--- src/rtl/tx_retime_pkg.sv ---
package tx_retime_pkg;

    typedef enum logic [1:0] {
        ST_BYPASS  = 2'd0,
        ST_REQUEST = 2'd1,
        ST_HOLD    = 2'd2
    } retime_state_t;

    localparam logic IDLE_LEVEL = 1'b1;

endpackage

--- src/rtl/tx_retime_sync.sv ---
module tx_retime_sync #(
    parameter int          WIDTH   = 2,
    parameter int          STAGES  = 2,
    parameter logic [WIDTH-1:0] RST_VAL = '1
) (
    input  logic             clk,
    input  logic             rst_n,
    input  logic [WIDTH-1:0] async_in,
    output logic [WIDTH-1:0] sync_out
);

    logic [WIDTH-1:0] chain_q [STAGES];

    for (genvar s = 0; s < STAGES; s++) begin : g_stage
        if (s == 0) begin : g_first
            always_ff @(posedge clk or negedge rst_n) begin
                if (!rst_n) chain_q[s] <= RST_VAL;
                else        chain_q[s] <= async_in;
            end
        end else begin : g_next
            always_ff @(posedge clk or negedge rst_n) begin
                if (!rst_n) chain_q[s] <= RST_VAL;
                else        chain_q[s] <= chain_q[s-1];
            end
        end
    end

    assign sync_out = chain_q[STAGES-1];

endmodule

--- src/rtl/tx_retime_tick.sv ---
module tx_retime_tick #(
    parameter int TICK_DIV     = 16,
    parameter bit USE_EXT_TICK = 1'b0
) (
    input  logic clk,
    input  logic rst_n,
    input  logic ext_tick,
    output logic tick
);

    localparam int CW = (TICK_DIV > 1) ? $clog2(TICK_DIV) : 1;

    if (USE_EXT_TICK) begin : g_ext
        assign tick = ext_tick;
    end else begin : g_div
        logic [CW-1:0] cnt_q;
        logic          tick_q;

        always_ff @(posedge clk or negedge rst_n) begin
            if (!rst_n) begin
                cnt_q  <= '0;
                tick_q <= 1'b0;
            end else if (cnt_q == CW'(TICK_DIV - 1)) begin
                cnt_q  <= '0;
                tick_q <= 1'b1;
            end else begin
                cnt_q  <= cnt_q + 1'b1;
                tick_q <= 1'b0;
            end
        end

        assign tick = tick_q;


        tick_single_chk: assert property (@(posedge clk) disable iff (!rst_n)
            (TICK_DIV > 1 && tick) |=> !tick);

        // gap counter checked against divider period
        logic [CW:0] gap_q;
        logic        seen_q;
        always_ff @(posedge clk or negedge rst_n) begin
            if (!rst_n) begin
                gap_q  <= '0;
                seen_q <= 1'b0;
            end else if (tick) begin
                gap_q  <= '0;
                seen_q <= 1'b1;
            end else begin
                gap_q  <= gap_q + 1'b1;
            end
        end


        tick_period_chk: assert property (@(posedge clk) disable iff (!rst_n)
            (tick && seen_q && TICK_DIV > 1) |-> (gap_q == (CW+1)'(TICK_DIV - 1)));
    end

endmodule

--- src/rtl/tx_retime_fsm.sv ---
module tx_retime_fsm
    import tx_retime_pkg::*;
(
    input  logic clk,
    input  logic rst_n,
    input  logic tick,
    input  logic data_s,
    input  logic strobe_s,
    output logic ready_n,
    output logic mod_bit
);

    retime_state_t state_q, state_d;
    logic          strobe_d;
    logic          first_q;
    logic          second_q;
    logic          strobe_rise;

    // edge detection on synchronized strobe
    always_ff @(posedge clk or negedge rst_n) begin
        if (!rst_n) strobe_d <= IDLE_LEVEL;
        else        strobe_d <= strobe_s;
    end

    assign strobe_rise = strobe_s & ~strobe_d;

    // first stage: loaded by strobe rising edge
    always_ff @(posedge clk or negedge rst_n) begin
        if (!rst_n)           first_q <= IDLE_LEVEL;
        else if (strobe_rise) first_q <= data_s;
    end

    // second stage: loaded on each bit tick
    always_ff @(posedge clk or negedge rst_n) begin
        if (!rst_n)    second_q <= IDLE_LEVEL;
        else if (tick) second_q <= first_q;
    end

    // state register
    always_ff @(posedge clk or negedge rst_n) begin
        if (!rst_n) state_q <= ST_BYPASS;
        else        state_q <= state_d;
    end

    // next state
    always_comb begin
        state_d = state_q;
        if (tick) begin
            state_d = strobe_s ? ST_BYPASS : ST_REQUEST;
        end else begin
            unique case (state_q)
                ST_BYPASS:  state_d = ST_BYPASS;
                ST_REQUEST: state_d = strobe_s ? ST_HOLD : ST_REQUEST;
                ST_HOLD:    state_d = ST_HOLD;
                default:    state_d = ST_BYPASS;
            endcase
        end
    end

    // outputs
    always_comb begin
        ready_n = 1'b1;
        mod_bit = data_s;
        unique case (state_q)
            ST_BYPASS: begin
                ready_n = 1'b1;
                mod_bit = data_s;
            end
            ST_REQUEST: begin
                ready_n = strobe_s;
                mod_bit = second_q;
            end
            ST_HOLD: begin
                ready_n = 1'b1;
                mod_bit = second_q;
            end
            default: begin
                ready_n = 1'b1;
                mod_bit = data_s;
            end
        endcase
    end


    tick_low_request_chk: assert property (@(posedge clk) disable iff (!rst_n)
        (tick && !strobe_s) |=> (state_q == ST_REQUEST));


    tick_high_bypass_chk: assert property (@(posedge clk) disable iff (!rst_n)
        (tick && strobe_s) |=> (state_q == ST_BYPASS));


    ready_high_chk: assert property (@(posedge clk) disable iff (!rst_n)
        strobe_s |-> ready_n);


    second_load_chk: assert property (@(posedge clk) disable iff (!rst_n)
        tick |=> (second_q == $past(first_q)));


    retime_stable_chk: assert property (@(posedge clk) disable iff (!rst_n)
        (!tick && state_q != ST_BYPASS) |=> $stable(mod_bit));


    first_hold_chk: assert property (@(posedge clk) disable iff (!rst_n)
        !strobe_rise |=> $stable(first_q));

endmodule

--- src/rtl/tx_retime_top.sv ---
module tx_retime_top #(
    parameter int TICK_DIV     = 16,
    parameter bit USE_EXT_TICK = 1'b0,
    parameter int SYNC_STAGES  = 2
) (
    input  logic sys_clk,
    input  logic rst_n,
    input  logic bit_tick_in,
    input  logic host_data,
    input  logic host_strobe,
    output logic ready_n,
    output logic mod_bit
);

    logic [1:0] pins_sync;
    logic       tick;

    tx_retime_sync #(
        .WIDTH  (2),
        .STAGES (SYNC_STAGES),
        .RST_VAL(2'b11)
    ) u_sync (
        .clk     (sys_clk),
        .rst_n   (rst_n),
        .async_in({host_strobe, host_data}),
        .sync_out(pins_sync)
    );

    tx_retime_tick #(
        .TICK_DIV    (TICK_DIV),
        .USE_EXT_TICK(USE_EXT_TICK)
    ) u_tick (
        .clk     (sys_clk),
        .rst_n   (rst_n),
        .ext_tick(bit_tick_in),
        .tick    (tick)
    );

    tx_retime_fsm u_fsm (
        .clk     (sys_clk),
        .rst_n   (rst_n),
        .tick    (tick),
        .data_s  (pins_sync[0]),
        .strobe_s(pins_sync[1]),
        .ready_n (ready_n),
        .mod_bit (mod_bit)
    );

endmodule

--- config.mk ---
export PLATFORM = sky130hd
export DESIGN_NAME = tx_retime_top
export DESIGN_NICKNAME = d
export VERILOG_FILES = /design/src/rtl/tx_retime_pkg.sv /design/src/rtl/tx_retime_sync.sv /design/src/rtl/tx_retime_tick.sv /design/src/rtl/tx_retime_fsm.sv /design/src/rtl/tx_retime_top.sv
export SDC_FILE = /design/constraint.sdc
export NUM_CORES = 1
export LEC_CHECK = 0
export ABC_AREA = 1
export BUFFER_PORTS_ARGS = -buffer_cell sky130_fd_sc_hd__buf_2
export CAP_MARGIN = 20
export CORE_MARGIN = 10
export CORE_UTILIZATION = 35
export DETAILED_ROUTE_END_ITERATION = 10
export GPL_TIMING_DRIVEN = 0
export PLACE_DENSITY = 0.59
export SLEW_MARGIN = 40
export SYNTH_ARGS = -nofsm -noshare
export SYNTH_HDL_FRONTEND = slang
export SYNTH_SLANG_ARGS = --single-unit
--- constraint.sdc ---
create_clock -name sys_clk -period 0.86 [get_ports sys_clk]
set_input_delay 0.086 -clock sys_clk [delete_from_list [all_inputs] [get_ports sys_clk]]
set_output_delay 0.086 -clock sys_clk [all_outputs]
set_load 0.1 [all_outputs]
==> impl_metrics.toml <==
[status]
status = "finished, violations left"
violations = "negative setup slack"

[route]
wl_um = 921
dr_total_vias = 370
avgViaCountPerCell = 4.51
drc_errors = 0
drt_iter0_markers = 2
ant_nets = 0
drtPass1Iterations = 4
post_drt_wl_per_cell_um = 11.2

[power_and_ir_drop]
powerDensity_mw_per_mm2 = 1740
max-vdd-ir-drop_v = 0.000902
p_leak_uw = 0.000382

[worst_setup_path]
cp_max_fo = 2
crit_path_start = "u_fsm.state_q[1]"
worst-setup-path-type = "register to primary output"
required_ns = 0.77
crit_path_start_kind = "register"
rr_startpoint = "u_fsm.state_q[1]"
arrival_ns = 1.36
endpoint_kind = "primary output"

[synth]
synth_seq_area_share = 0.661
avgSynthCellArea_sq_um = 10.6
synth_cells = 51
ys_warn_count = 0
yosys.cell_types.count = 12
synth_nets = 59
netlist_area_sq_um = 543
synth-seq-cells = 14

[global_route]
grt_max_degree = 15
grt_use_total = 0.0600
grt_pass1_vias = 392
globalRoute.totalOverflow = 0
antenna_found_initial = 0
grt_first_pass_wirelength_um = 1650

[cts]
cts_tree = "yes"
clock-sinks = 14
h-tree-depth = 1
clk_pin_slew_ns = 0.08
cts_max_path_buffers = 2
cts_buffers = 3
clk_latency_ns = 0.27
clock-root-buffer = "clkbuf_4"

[cells_and_area]
final_common_cell = "inv_1"
drive_gt1_frac = 0.500
stdcell_area_sq_um = 772
diodes = 0
final_cell_mix = "inv_1, nand2_1, dfstp_2, dfrtp_1"
nets = 75
syn_to_final_growth_pct = 42.2
fillers = 130

[timing]
timing.fmax_mhz = 693
fin_skew_ns = 0.000724
fin_crit_ns = 1.44
finalHoldViolCount = 0
fin_crit_sh = 1.68
layout_setup_ws_ns = -0.583
rsz0062_at_grt = "true"
setup_violations = 7
drv_slew = 0
worstMarginPinSlew_ns = 0.283
slew_headroom = 0.812

[floorplan]
io_pins = 7
fp.dieH_um = 59.4
dieArea_sq_mm = 0.00353
num_rows = 14
initial_core_util = 0.365
die_x_um = 59.4
coreArea_sq_mm = 0.00149

[worst_hold_path]
min_path_type = "primary input to async pin"

[place]
dp_worst_setup_slack_ns = -0.490
dpl-instance-area_sq_um = 617
gp_congestion = 0.727
portBuffers = 5

[job]
cap_violations = 0
-- metal layers --
metal	routed length [um]	up-vias	GRT usage
li1	-	185	-
met1	367	179	0.0618
met2	515	4	0.0996
met3	25	2	0.0150
met4	12	0	0.0492
met5	0	-	0
-- timing repair --
item / 4_1_cts / 5_1_grt
setup endpoints to repair: 8 / 7
hold endpoints to repair: 16 / 0
pin swaps: 3 / 2
buffers inserted: 2 / 1
hold buffers: 3 / 0
gates resized for setup: 11 / 8
-- synthesized netlist by cell type, drive strengths merged --
cell   instances  share of area
a21oi          1         0.0092
dfrtp          7           0.32
dfstp          7           0.34
ha             3          0.069
inv           12          0.083
nand2         11          0.076
nand3          4          0.037
nand4          1          0.012
nor2           1         0.0069
o21ai          2          0.018
or2            1          0.012
xor2           1          0.016
-- worst max-delay path: stages (launching register included) --
cell and delay, ns:
dfrtp_1 0.41, inv_1 0.07, ha_2 0.17, inv_2 0.04, or2_4 0.23, buf_12 0.16
-- sequential cells by signal, summed over array words and instances (netlist names) --
register            count
u_fsm.first_q           1
u_fsm.second_q          1
u_fsm.state_q           2
u_fsm.strobe_d          1
u_sync.chain_q          2
u_sync.sync_out         2
u_tick.g_div.cnt_q      4
u_tick.tick             1
-- layout make-up --
class | instances | area (sq um) | share of cell area
Clock buffer | 4 | 36.3 | 0.0470
Inverter | 12 | 45.0 | 0.0583
Multi-Input combinational cell | 25 | 204 | 0.264
Sequential cell | 14 | 359 | 0.465
Tap cell | 16 | 20.0 | 0.0259
Timing Repair Buffer | 11 | 108 | 0.139
-- through the flow --
stage,total power (uW),hold slack [ns],TNS (ns),cells,util
floorplan,824,-0.210,-0.646,51,-
global placement,856,-0.0160,-1.04,72,0.414
detailed placement,859,-0.0139,-1.07,72,0.414
CTS,1360,0.226,-1.27,81,0.501
global route,1410,0.253,-1.70,82,0.518
finish,1350,0.219,-1.36,82,0.518
-- kinds of logic after synthesis --
group,synth area share
AND/OR/NAND/NOR,0.143
flip-flops,0.661
buffers and inverters,0.0829
AO/OA/AOI/OAI,0.0276
adder cells (fa/ha/maj),0.0691
XOR/XNOR,0.0161
-- worst paths after layout --
check	to	slack (ns)	depth (start not counted)
worst max-delay path	ready_n	-0.58	5
max in group asynchronous	u_fsm.strobe_d	0.37	2
worst max register to register	u_fsm.state_q[0]	-0.12	5
worst min register to register	u_sync.sync_out[1]	0.36	0
min in group sys_clk	u_sync.sync_out[1]	0.36	0
worst min-delay path	u_tick.g_div.cnt_q[1]	0.22	2
-- where the power goes --
part / internal, uW / total (uW) / switching (uW)
Combinational: 70.7 / 177 / 106
Sequential: 702 / 717 / 14.4
Clock: 257 / 453 / 196
Total: 1030 / 1350 / 317
No activity file was read; power rests on OpenSTA's default activity.
